==> config.mk <==
export PLATFORM = sky130hd
export DESIGN_NAME = ee_i2c_slave
export DESIGN_NICKNAME = d
export VERILOG_FILES = /design/src/rtl/ee_pkg.sv /design/src/rtl/ee_bus_sync.sv /design/src/rtl/ee_addr_ptr.sv /design/src/rtl/ee_i2c_slave.sv
export SDC_FILE = /design/constraint.sdc
export NUM_CORES = 1
export LEC_CHECK = 0
export BUFFER_PORTS_ARGS = -buffer_cell sky130_fd_sc_hd__buf_2
export CAP_MARGIN = 15
export CORE_MARGIN = 2
export CORE_UTILIZATION = 51
export CTS_CLUSTER_SIZE = 16
export DETAILED_ROUTE_END_ITERATION = 10
export PLACE_DENSITY = 0.75
export SLEW_MARGIN = 20
export SYNTH_ARGS = -nofsm -noshare
export SYNTH_HDL_FRONTEND = slang
export SYNTH_SLANG_ARGS = --single-unit
==> constraint.sdc <==
create_clock -name clk -period 1.85 [get_ports clk]
set_clock_uncertainty 0.1 [all_clocks]
set_input_delay 0.555 -clock clk [delete_from_list [all_inputs] [get_ports clk]]
set_output_delay 0.555 -clock clk [all_outputs]
set_load 0.05 [all_outputs]
==> src/rtl/ee_pkg.sv <==
package ee_pkg;
  localparam int BLK_W  = 3;
  localparam int WORD_W = 8;
  localparam int ADDR_W = BLK_W + WORD_W;
  localparam logic [3:0] DEV_CODE = 4'b1010;

  typedef enum logic [2:0] {
    ST_IDLE,
    ST_CTRL,
    ST_ADDR,
    ST_WDAT,
    ST_RDAT,
    ST_IGN
  } ee_state_e;
endpackage

==> src/rtl/ee_bus_sync.sv <==
module ee_bus_sync #(
  parameter int STAGES = 2
) (
  input  logic clk,
  input  logic rst_n,
  input  logic scl_i,
  input  logic sda_i,
  output logic scl_s,
  output logic sda_s,
  output logic scl_rise,
  output logic scl_fall_d,
  output logic start_ev,
  output logic stop_ev
);
  logic [STAGES-1:0] scl_pipe, sda_pipe;
  logic scl_q, sda_q;

  always_ff @(posedge clk or negedge rst_n) begin
    if (!rst_n) begin
      scl_pipe   <= '1;
      sda_pipe   <= '1;
      scl_q      <= 1'b1;
      sda_q      <= 1'b1;
      scl_fall_d <= 1'b0;
    end else begin
      scl_pipe   <= {scl_pipe[STAGES-2:0], scl_i};
      sda_pipe   <= {sda_pipe[STAGES-2:0], sda_i};
      scl_q      <= scl_s;
      sda_q      <= sda_s;
      // falling edge acted on one clock late, so no data change meets SCL high
      scl_fall_d <= scl_q & ~scl_s;
    end
  end

  assign scl_s    = scl_pipe[STAGES-1];
  assign sda_s    = sda_pipe[STAGES-1];
  assign scl_rise = scl_s & ~scl_q;
  assign start_ev = scl_s & scl_q & sda_q & ~sda_s;
  assign stop_ev  = scl_s & scl_q & ~sda_q & sda_s;
endmodule

==> src/rtl/ee_addr_ptr.sv <==
module ee_addr_ptr #(
  parameter int AW        = 11,
  parameter int BLK_W     = 3,
  parameter int PAGE_BITS = 4
) (
  input  logic              clk,
  input  logic              rst_n,
  input  logic              set_blk,
  input  logic [BLK_W-1:0]  blk,
  input  logic              set_low,
  input  logic [AW-BLK_W-1:0] low,
  input  logic              step_page,
  input  logic              step_full,
  output logic [AW-1:0]     ptr
);
  localparam int LOW_W = AW - BLK_W;

  always_ff @(posedge clk or negedge rst_n) begin
    if (!rst_n)         ptr <= '0;
    else if (set_blk)   ptr[AW-1:LOW_W] <= blk;
    else if (set_low)   ptr[LOW_W-1:0] <= low;
    else if (step_page) ptr[PAGE_BITS-1:0] <= ptr[PAGE_BITS-1:0] + 1'b1;
    else if (step_full) ptr <= ptr + 1'b1;
  end


  page_upper_hold_chk: assert property (@(posedge clk) disable iff (!rst_n)
    (step_page && !set_blk && !set_low) |=> ptr[AW-1:PAGE_BITS] == $past(ptr[AW-1:PAGE_BITS]));


  ptr_wrap_chk: assert property (@(posedge clk) disable iff (!rst_n)
    (step_full && !step_page && !set_blk && !set_low && ptr == {AW{1'b1}}) |=> ptr == '0);
endmodule

==> src/rtl/ee_i2c_slave.sv <==
module ee_i2c_slave
  import ee_pkg::*;
#(
  parameter int PAGE_BITS   = 4,
  parameter int SYNC_STAGES = 2
) (
  input  logic              clk,
  input  logic              rst_n,
  input  logic              scl_i,
  input  logic              sda_i,
  output logic              sda_oe,
  input  logic              busy_i,
  output logic              wr_valid,
  input  logic              wr_ready,
  output logic [ADDR_W-1:0] wr_addr,
  output logic [WORD_W-1:0] wr_data,
  output logic              wr_commit,
  output logic              rd_valid,
  input  logic              rd_ready,
  output logic [ADDR_W-1:0] rd_addr,
  input  logic [WORD_W-1:0] rd_data
);
  localparam logic [3:0] LAST_BIT = 4'd7;
  localparam logic [3:0] ACK_BIT  = 4'd8;
  localparam logic [3:0] SLOT_END = 4'd9;

  logic scl_s, sda_s, scl_rise, scl_fall_d, start_ev, stop_ev;
  ee_state_e st, nxt_q;
  logic [3:0] bitcnt;
  logic [WORD_W-1:0] sr, txb, byte_in;
  logic [2:0] bit_ix;
  logic [ADDR_W-1:0] ptr;
  logic ack_q, wr_any;
  logic ctrl_ok, byte_end, set_blk, set_low, step_page, step_full, rd_fire;

  ee_bus_sync #(.STAGES(SYNC_STAGES)) u_sync (
    .clk(clk), .rst_n(rst_n), .scl_i(scl_i), .sda_i(sda_i),
    .scl_s(scl_s), .sda_s(sda_s), .scl_rise(scl_rise), .scl_fall_d(scl_fall_d),
    .start_ev(start_ev), .stop_ev(stop_ev)
  );

  assign byte_in   = {sr[WORD_W-2:0], sda_s};
  assign bit_ix    = 3'(LAST_BIT - bitcnt);
  assign ctrl_ok   = (byte_in[7:4] == DEV_CODE) && !busy_i;
  assign byte_end  = scl_rise && (bitcnt == LAST_BIT);
  assign set_blk   = byte_end && st == ST_CTRL && ctrl_ok && !byte_in[0];
  assign set_low   = byte_end && st == ST_ADDR && !busy_i;
  assign step_page = byte_end && st == ST_WDAT && !busy_i && !wr_valid;
  assign step_full = rd_valid && rd_ready;
  assign rd_fire   = (byte_end && st == ST_CTRL && ctrl_ok && byte_in[0]) ||
                     (scl_rise && bitcnt == ACK_BIT && st == ST_RDAT && !sda_s);
  assign rd_addr   = ptr;

  ee_addr_ptr #(.AW(ADDR_W), .BLK_W(BLK_W), .PAGE_BITS(PAGE_BITS)) u_ptr (
    .clk(clk), .rst_n(rst_n),
    .set_blk(set_blk), .blk(byte_in[3:1]),
    .set_low(set_low), .low(byte_in),
    .step_page(step_page), .step_full(step_full),
    .ptr(ptr)
  );

  always_ff @(posedge clk or negedge rst_n) begin
    if (!rst_n) begin
      st <= ST_IDLE;  nxt_q <= ST_IDLE;
      bitcnt <= '0;   sr <= '0;  txb <= '1;
      ack_q <= 1'b0;  wr_any <= 1'b0;  sda_oe <= 1'b0;
      wr_valid <= 1'b0;  wr_addr <= '0;  wr_data <= '0;  wr_commit <= 1'b0;
      rd_valid <= 1'b0;
    end else begin
      wr_commit <= 1'b0;
      if (wr_valid && wr_ready) wr_valid <= 1'b0;
      if (step_full) begin
        rd_valid <= 1'b0;
        txb      <= rd_data;
      end
      if (rd_fire) rd_valid <= 1'b1;
      if (step_page) begin
        wr_valid <= 1'b1;
        wr_addr  <= ptr;
        wr_data  <= byte_in;
        wr_any   <= 1'b1;
      end

      if (start_ev) begin
        st <= ST_CTRL;  bitcnt <= '0;  sda_oe <= 1'b0;  wr_any <= 1'b0;
      end else if (stop_ev) begin
        st <= ST_IDLE;  sda_oe <= 1'b0;  wr_commit <= wr_any;  wr_any <= 1'b0;
      end else if (scl_rise && st != ST_IDLE) begin
        if (bitcnt != SLOT_END) bitcnt <= bitcnt + 4'd1;
        if (bitcnt < ACK_BIT) sr <= byte_in;
        if (bitcnt == LAST_BIT) begin
          case (st)
            ST_CTRL: begin
              ack_q <= ctrl_ok;
              nxt_q <= !ctrl_ok ? ST_IGN : (byte_in[0] ? ST_RDAT : ST_ADDR);
            end
            ST_ADDR: begin
              ack_q <= !busy_i;
              nxt_q <= busy_i ? ST_IGN : ST_WDAT;
            end
            ST_WDAT: begin
              ack_q <= step_page;
              nxt_q <= ST_WDAT;
            end
            ST_RDAT: begin
              ack_q <= 1'b0;
              nxt_q <= ST_RDAT;
            end
            default: begin
              ack_q <= 1'b0;
              nxt_q <= ST_IGN;
            end
          endcase
        end
        if (bitcnt == ACK_BIT && st == ST_RDAT && sda_s) nxt_q <= ST_IGN;
      end else if (scl_fall_d && st != ST_IDLE) begin
        if (bitcnt == ACK_BIT) begin
          sda_oe <= (st != ST_RDAT) && ack_q;
        end else if (bitcnt == SLOT_END) begin
          bitcnt <= '0;
          st     <= nxt_q;
          sda_oe <= (nxt_q == ST_RDAT) && !txb[WORD_W-1];
        end else if (st == ST_RDAT && bitcnt != 4'd0) begin
          sda_oe <= !txb[bit_ix];
        end else begin
          sda_oe <= 1'b0;
        end
      end
    end
  end


  sda_low_phase_chk: assert property (@(posedge clk) disable iff (!rst_n)
    (sda_oe != $past(sda_oe) && !$past(start_ev) && !$past(stop_ev)) |-> (!scl_s && !$past(scl_s)));


  silent_when_ignoring_chk: assert property (@(posedge clk) disable iff (!rst_n)
    (st == ST_IGN) |-> !sda_oe);


  wr_hold_chk: assert property (@(posedge clk) disable iff (!rst_n)
    (wr_valid && !wr_ready) |=> (wr_valid && $stable(wr_addr) && $stable(wr_data)));


  rd_hold_chk: assert property (@(posedge clk) disable iff (!rst_n)
    (rd_valid && !rd_ready) |=> (rd_valid && $stable(rd_addr)));


  commit_after_stop_chk: assert property (@(posedge clk) disable iff (!rst_n)
    wr_commit |-> $past(stop_ev));
endmodule

---- Yosys cells after proc, flatten, opt, wreduce, memory -nomap -nowiden ----
Index checks and enable logic that the tools add are counted.
operators by class
  add/sub/neg operators ................... 4
  order comparisons ....................... 2
  equality and inequality tests ........... 19
  multiplexer cells ....................... 44
  bitwise operators ....................... 14
  reduce and logical (&&, ||, !) cells .... 51
operators with widths
  operator                 count
  $mux W3                  13
  $mux W4                  8
  $logic_and A1 B1 Y1      23
  $reduce_bool A3 Y1       7
  $mux W1                  17
  $reduce_and A4 Y1        4
  $eq A4 B4 Y1 const B     3
  $pmux W3 S4              1
  $add A11 B1 Y11 const B  1
  $mux W11                 1
  $reduce_bool A2 Y1       5
  $ne A3 B3 Y1 const B     3
  $add A4 B1 Y4 const B    2
  $mux W8                  1
  $ne A2 B2 Y1 const B     4
  $and A1 B1 Y1            7
  $mux W7                  1
  $not A1 Y1               7
  $eq A3 B2 Y1 const B     2
  $eq A3 B3 Y1 const B     2
  $ne A3 B2 Y1 const B     2
  $reduce_and A3 Y1        2
  $logic_not A1 Y1         5
  $reduce_and A5 Y1        1
  11 further kinds         12
storage, ports and cells
  flip-flop bits (word level) ............. 68
  input port bits ......................... 15
  output and inout bits ................... 34
  word-level logic and storage cells ...... 155

---- Longest topological paths before layout ----
Gate-level depths: netlist of the first run.
  depth in word-level cells ............... 11
  depth in mapped cells ................... 8
  gate-level depth less buffers ........... 7

---- By module ----
Synthesis of the first run repeated with hierarchy kept, for this count alone.
second synthesis, totals
  cells, all modules ...................... 279
  area total of the unflattened synthesis .. 3308.2 um2
by module, submodules not included
  module        instances  cells each  area an instance (um2)  sequential area each (um2)
  ee_i2c_slave  1          187         2392.3                  1261.2
  ee_addr_ptr   1          81          700.7                   275.3
  ee_bus_sync   1          11          215.2                   182.7

---- Worst setup path before layout of the first run ----
No wires, ideal clock.
  path type ............................... reg2reg
  start ................................... register rd_valid
  end ..................................... register u_ptr.ptr[2]
  setup time .............................. 0.074 ns
  data arrival time ....................... 1.958 ns
  required time ........................... 1.676 ns
  setup slack ............................. -0.282 ns
  stages on the path, launching flop included .. 7
  buffers on the path ..................... 1
  period minus slack after synthesis ...... 2.132 ns
  path through ............................ dfrtp_1 -> and2_1 -> clkbuf_1 -> a41oi_1 -> a31oi_1 -> a21oi_1 -> a21oi_2
on the way
  word-level cells in the longest chain between the ends .. 3
RTL lines
  element                         RTL line            source
  start: declaration              ee_i2c_slave.sv:18  output logic rd_valid,
  start signal: assignment        ee_i2c_slave.sv:68  rd_valid <= 1'b0;
  start signal: assignment        ee_i2c_slave.sv:73  rd_valid <= 1'b0;
  start signal: assignment        ee_i2c_slave.sv:76  if (rd_fire) rd_valid <= 1'b1;
  $logic_and A1 B1 Y1             ee_i2c_slave.sv:49  assign step_full = rd_valid && rd_ready;
  $reduce_bool A3 Y1 (no line)    n/a
  $reduce_and A2 Y1 (no line)     n/a
  end signal: indexed assignment  ee_addr_ptr.sv:21   else if (set_low) ptr[LOW_W-1:0] <= low;
  end signal: indexed assignment  ee_addr_ptr.sv:22   else if (step_page) ptr[PAGE_BITS-1:0] <= ptr[PAGE_BITS-1:0] + 1'b1;
  end signal: assignment          ee_addr_ptr.sv:23   else if (step_full) ptr <= ptr + 1'b1;
  end: declaration                ee_addr_ptr.sv:14   output logic [AW-1:0] ptr
No other way between the ends.
A chain may end at the register's enable or synchronous reset.

---- Final worst setup path of the first run ----
  start ................................... register bitcnt[0]
  end ..................................... register nxt_q[0]
on the way
  word-level cells in the longest chain between the ends .. 5
  elaborated cells on any way between the ends .. 7
  those cells by class .................... 2 x eq/ne; 1 x mux; 4 x reduce/logical
RTL lines
  element                           RTL line             source
  start: declaration                ee_i2c_slave.sv:29   logic [3:0] bitcnt;
  start signal: assignment          ee_i2c_slave.sv:89   if (bitcnt != SLOT_END) bitcnt <= bitcnt + 4'd1;
  $eq A4 B4 Y1                      ee_i2c_slave.sv:115  if (bitcnt == ACK_BIT && st == ST_RDAT && sda_s) nxt_q <= ST_IGN;
  $logic_and A1 B1 Y1 (2 in a row)  ee_i2c_slave.sv:115
  $reduce_bool A2 Y1 (no line)      n/a
  $reduce_and A4 Y1 (no line)       n/a
  end signal: assignment            ee_i2c_slave.sv:95   nxt_q <= !ctrl_ok ? ST_IGN : (byte_in[0] ? ST_RDAT : ST_ADDR);
  end signal: assignment            ee_i2c_slave.sv:99   nxt_q <= busy_i ? ST_IGN : ST_WDAT;
  end: declaration                  ee_i2c_slave.sv:28   ee_state_e st, nxt_q;
Several ways; a longest one is shown, not always the timed one.

==> results of run 1 <==
registers in the layout, indices dropped and copies added (netlist names), 2 cells and up:
| signal | flops |
|---|---|
| u_ptr.ptr | 11 |
| u_sync.scl_pipe | 2 |
| sr | 7 |
| bitcnt | 4 |
| txb | 8 |
| wr_data | 8 |
| wr_addr | 11 |
| st | 3 |
| nxt_q | 3 |
| u_sync.sda_pipe | 2 |
worst max path at each step:
stage	from	endpoint	slack (ns)	cells after the start
5_1_grt	bitcnt[0]	nxt_q[0]	-0.20	6
4_1_cts	st[2]	u_ptr.ptr[5]	-0.14	5
6_report	bitcnt[0]	nxt_q[0]	-0.14	6
2_1_floorplan	busy_i	u_ptr.ptr[1]	-0.24	6
3_5_place_dp	busy_i	u_ptr.ptr[7]	-0.41	7
3_3_place_gp	busy_i	u_ptr.ptr[5]	-0.37	6
through the flow:
| step | instances | TNS, ns | hold WS, ns | area [sq um] | utilization, % |
|---|---|---|---|---|---|
| 6_report | 513 | -1.02 | 0.0946 | 4550 | 72.5 |
| 5_1_grt | 513 | -4.63 | 0.138 | 4550 | 72.5 |
| 4_1_cts | 509 | -1.21 | 0.125 | 4340 | 69.1 |
| 3_5_place_dp | 489 | -10.29 | 0.248 | 3950 | 63.0 |
| 3_3_place_gp | 489 | -8.79 | 0.246 | 3950 | 63.0 |
| 2_1_floorplan | 326 | -2.74 | 0.159 | 3290 | - |
critical path, stage by stage, from the launching register on:
cell and delay, ns:
dfrtp_2 0.46, buf_4 0.18, nor2_4 0.12, nand3b_1 0.12
or3_4 0.40, a21oi_4 0.17, mux2_1 0.33
cell type report:
class | instances | area, sq um
Fill cell | 450 | 1730
Sequential cell | 68 | 1720
Multi-Input combinational cell | 236 | 1670
Timing Repair Buffer | 106 | 753
Clock buffer | 10 | 138
Clock inverter | 6 | 134
Tap cell | 77 | 96.3
Inverter | 10 | 38.8
power by group through the flow:
stage / registers [mW] / logic, mW / clock network (mW)
finish: 1.78 / 0.753 / 1.65
CTS: 1.75 / 0.701 / 1.68
floorplan: 1.74 / 0.320 / 0
global route: 1.79 / 0.813 / 1.74
detailed placement: 1.78 / 0.618 / 0
global placement: 1.77 / 0.593 / 0
kinds of logic (layout without fill, tap and decap cells):
| kind of cell | Yosys count | in the layout | share of synthesized area [%] |
|---|---|---|---|
| and+or+nand+nor | 154 | 154 | 22.5 |
| DFF | 68 | 68 | 52.5 |
| AOI/OAI and AO/OA | 54 | 54 | 11.5 |
| buffers and inverters | 22 | 132 | 3.36 |
| muxes | 21 | 21 | 7.75 |
| adders and majority gates | 4 | 4 | 1.53 |
| xor gates and xnor gates | 3 | 3 | 0.802 |
per-layer routing:
layer  part of all wire (%)  up-vias  routed length [um]  GRT usage, %
met3                    4.5       10                 364          5.41
met4                    1.3        0                 106          8.21
met5                      0        -                   0             0
li1                       -     1349                   -             -
met2                     54       83                4300          41.3
met1                     41     1406                3260          29.4
repair_timing:
| item | 4_1_cts | 5_1_grt |
|---|---|---|
| cloned | 1 | 1 |
| setup endpoints to repair | 40 | 50 |
| setup buffers | 3 | 3 |
| pin swaps | 5 | 13 |
| resized for setup | 21 | 37 |
cells in the final DEF, fill, tap and decap left out, types with 6 or more instances in the layout:
master	n
mux2_2	14
buf_6	6
clkbuf_8	10
nand2_1	72
inv_1	8
nor2_1	20
nand3_1	12
a21oi_2	7
a21oi_1	6
buf_2	46
dfstp_2	14
dfrtp_1	52
o21ai_0	6
buf_4	48
==> run_results.csv, run 1 <==
group,metric,value,unit
status,outcome,"complete, but fails checks",
status,violations,"negative setup slack",
floorplanning,initial_core_util,52.2,%
sta,fmax,503,MHz
power,power_switching,1.09,mW
clock_network,cts.clk_slew.worst_paths,0.07,ns
worst_setup_path,r2r-start,"bitcnt[0]",
worst_setup_path,worstPathRequired,1.98,ns
global_route,grt_pass1_wl,13300,um
synth,synth_cell_types,58,
worst_setup_path,reg2reg_depth,6,
worst_setup_path,arrival,2.12,ns
synth,synth_top_cell_area_share,41.3,%
sta,setup_viol,23,
sta,hold_viol,0,
route,vias,2848,
synth,yosysTopAreaCell,"dfrtp_1",
placement,portBuffers,48,
power,switching_share,26.1,%
global_route,grt_max_degree,69,
sta,final.setup.worst_slack,-0.137,ns
synth,synthCells,326,
synth,syn_nets,345,
sta,worst_pin_slew,0.488,ns
placement,post-place-ws,-0.406,ns
global_route,grt_usage,23.8,%
synth,ys_warn_count,0,
power,power_density,920,mW/mm^2
route,drc_errors,0,
route,via_per_inst,5.55,
clock_network,root_buffer,"clkbuf_8",
final_layout,drive_gt1_share,46.1,%
sta,period_share,107,%
floorplanning,die_x,84.1,um
clock_network,cts_buffers,9,
sta,rsz0062_at_grt,"true",
clock_network,worstSkewPairLatency,0.35,ns
clock_network,cts.sinks,68,
route,avgRoutedWirePerCell,15.7,um
power,combPwrFrac,18.0,%
synth,synth_seq_cells,68,
power,power_frac_seq,42.5,%
final_layout,n_antenna_cell,0,
clock_network,cts_tree,"done",
power,clock_power_share,39.6,%
clock_network,postCtsHoldBufs,0,
synth,synth_area_leaders,"dfrtp_1 (41%), dfstp_2 (11%), nand2_1 (8.8%), mux2_2 (4.8%), nor2_1 (2.8%)",
sta,slew_viol_final,0,
floorplanning,dieArea,0.00708,sq mm
floorplanning,io_pins,49,
power,ir_drop,770,uV
route,routed_wl,8030,um
route,antenna_left,0,
power,p_leak,2.28,nW
worst_setup_path,cp_max_fo,5,
clock_network,cts_max_level,3,
worst_setup_path,r2r_slack,-0.14,ns
synth,syn_area_per_cell,10.0,sq um
route,drt-pass1-iter-count,4,
global_route,antenna_found_initial,0,
route,drt-initial-drc-count,226,
global_route,grt_overflow,0,
floorplanning,row_count,29,
floorplanning,coreArea,0.00628,sq mm
synth,ys_seq_area_share,52.5,%
worst_setup_path,setup.worst_path.start_class,"flip-flop",
floorplanning,dieHeight,84.1,um
power,p_int,3.09,mW
worst_setup_path,crit_type,"flip-flop to flip-flop",
min_path,hold_class,"input pin to async pin",
placement,globalplace.congestion,0.833,
worst_setup_path,end_kind,"flip-flop",
placement,hpwl,5450,um
global_route,grt_pass1_vias,2793,
synth,synthFlopType,"dfrtp_1",
sta,min_period,1.99,ns
synth,postSynth.asyncResetShare,100,%
synth,yosys-top-cells-count,"nand2_1 (77), dfrtp_1 (54), nor2_1 (24)",
clock_network,cts_buffer_depth,2,
sta,max-slew-margin-rel,67.5,%
final_layout,nets,450,
final_layout,syn2layout_area_growth,38.9,%
synth,syn-cell-area,0.00328,sq mm
flow_run,max_cap_violations,0,
synth,synth_edf_count,0,
worst_setup_path,reg2reg_to,"nxt_q[0]",
power,power,4.18,mW
synth,yosysMostFrequentCell,"nand2_1",
Power figures use the tool's default switching activity.
==> inputs of run 2 (changes only) <==
--- a/config.mk
+++ b/config.mk
@@ -16,3 +16,4 @@
 export SYNTH_ARGS = -nofsm -noshare
 export SYNTH_HDL_FRONTEND = slang
 export SYNTH_SLANG_ARGS = --single-unit
+export TNS_END_PERCENT = 10
==> run 2 against run 1 <==
The run still ends with negative setup slack left. Worst hold slack improved by 0.017 ns. Routed wire length down 1.9%. Final cell count rose by 0.39%. Utilization decreased by 1.8 points. Non-clock buffer count up 2. Maximum frequency shrank 2.1%. Design area shrank 2.5%. Clock-buffer cell count rose by 1. Critical path type unchanged. Largest cell class unchanged.
==> run_results.csv, run 2 (same netlist as run 1, synthesis figures left out) <==
group,metric,value,unit
floorplanning,dieArea,0.00708,sq mm
clock_network,cts_buffers,9,
clock_network,postCtsHoldBufs,0,
sta,final.setup.worst_slack,-0.179,ns
route,avgRoutedWirePerCell,15.3,um
sta,fmax,493,MHz
sta,period_share,110,%
power,p_leak,2.23,nW
worst_setup_path,reg2reg_to,"u_ptr.ptr[7]",
final_layout,finish.utilization,70.6,%
worst_setup_path,arrival,2.23,ns
sta,slew_viol_final,0,
worst_setup_path,worstSetupStartpoint,"st[1]",
final_layout,drive_gt1_share,45.4,%
placement,portBuffers,48,
route,routed_wl,7890,um
floorplanning,io_pins,49,
flow_run,max_cap_violations,0,
clock_network,cts.sinks,68,
status,violations,"negative setup slack",
placement,globalplace.congestion,0.910,
worst_setup_path,cp_max_fo,8,
global_route,grt_pass1_wl,13000,um
worst_setup_path,end_kind,"flip-flop",
route,vias,2782,
clock_network,cts_max_level,3,
floorplanning,initial_core_util,52.2,%
final_layout,seqCellArea,0.00172,sq mm
global_route,grt_usage,23.5,%
clock_network,cts.clk_slew.worst_paths,0.07,ns
final_layout,syn2layout_area_growth,35.4,%
worst_setup_path,cp-endpoint,"u_ptr.ptr[7]",
global_route,grt_max_degree,69,
route,drt-pass1-iter-count,4,
clock_network,root_buffer,"clkbuf_8",
global_route,antenna_found_initial,0,
final_layout,fillers,472,
final_layout,nets,452,
placement,post-place-ws,-0.398,ns
status,outcome,"complete, but fails checks",
sta,worst_pin_slew,0.429,ns
global_route,grt_overflow,0,
power,power_density,795,mW/mm^2
final_layout,reg_top3,"u_ptr.ptr (11), wr_addr (11)",
floorplanning,coreArea,0.00628,sq mm
sta,hold_viol,0,
final_layout,layout_common_cells,"nand2_1 (71), dfrtp_1 (52), buf_2 (47)",
sta,setup_viol,39,
clock_network,cts_tree,"done",
global_route,grt_pass1_vias,2670,
worst_setup_path,r2r-start,"st[1]",
clock_network,worstSkewPairLatency,0.35,ns
floorplanning,die_x,84.1,um
sta,max-slew-margin-rel,71.1,%
final_layout,n_antenna_cell,0,
power,ir_drop,529,uV
min_path,hold_class,"input pin to async pin",
worst_setup_path,crit_type,"flip-flop to flip-flop",
worst_setup_path,setup.worst_path.start_class,"flip-flop",
worst_setup_path,r2r_slack,-0.18,ns
worst_setup_path,worstPathRequired,2.05,ns
worst_setup_path,reg2reg_depth,5,
route,drc_errors,0,
placement,hpwl,5520,um
floorplanning,row_count,29,
route,via_per_inst,5.40,
final_layout,layout_commonest_cell,"nand2_1",
sta,min_period,2.03,ns
clock_network,cts_buffer_depth,2,
sta,rsz0062_at_grt,"true",
route,drt-initial-drc-count,136,
final_layout,multi_input_area,0.00163,sq mm
floorplanning,dieHeight,84.1,um
route,antenna_left,0,
-- run 2: changes by cell type in the layout (fill, tap and decap cells not counted), sizes merged --
cell,delta
buf,+4
bufinv,-4
clkinv,+3
clkbuf,-1
clkinvlp,+1
inv,-1
-- run 2: layout make-up --
cell class	instances	area share [%]
repair buffers	108	17.7
flip-flops and latches	68	38.8
multi-input cells	236	36.7
clock inverters	5	0.621
well taps	77	2.17
inverters	10	0.847
clock buffers	11	3.19
-- run 2: how the worst min path moves through the flow --
stage | from | endpoint | slack [ns] | cells past startpoint
2_1_floorplan | rst_n | ack_q | 0.16 | 0
3_3_place_gp | u_sync.scl_pipe[0] | u_sync.scl_pipe[1] | 0.25 | 0
3_5_place_dp | u_sync.sda_pipe[0] | u_sync.sda_pipe[1] | 0.25 | 0
4_1_cts | rst_n | wr_addr[10] | 0.12 | 2
5_1_grt | rst_n | wr_addr[10] | 0.13 | 2
6_report | rst_n | wr_addr[10] | 0.11 | 2
-- run 2: stage by stage --
stage                     instances  area (sq um)  hold slack (ns)  TNS, ns  total power, mW
final                           515          4430            0.111    -2.17             3.53
after global routing            515          4430            0.131    -4.91             3.70
after CTS                       512          4260            0.115    -1.28             3.49
after detailed placement        494          4000            0.249   -11.96             2.38
after global placement          494          4000            0.246    -9.73             2.36
after floorplan                 326          3280            0.159    -3.35             2.05
-- run 2: critical path, cell delays in order, from the launching register on --
cell and delay, ns:
dfrtp_1 0.39, or3b_4 0.41, or4_4 0.56, and3_4 0.20, o211ai_1 0.16, o211a_1 0.16
-- run 2: power by group --
group          internal [mW]  total (mW)  switching [mW]  leakage (nW)
Clock                  0.513        1.07           0.562        0.0889
Sequential              1.61        1.77           0.158         0.868
Combinational          0.370       0.685           0.316          1.27
Total                   2.49        3.53            1.04          2.23
-- run 2: layer usage --
metal,vias to the layer above,share of wire [%],track usage [%]
li1,1356,-,-
met2,73,50,39.1
met1,1332,43,29.3
met4,0,3.2,11.9
met3,21,3.9,4.42
met5,-,0,0
-- run 2: repair_timing --
item | in CTS | in global routing
endpoints found under the setup margin | 45 | 50
endpoints found under the hold margin | 0 | 0
gates resized for setup | 20 | 39
setup buffers | 2 | 3
pin swaps | 8 | 28
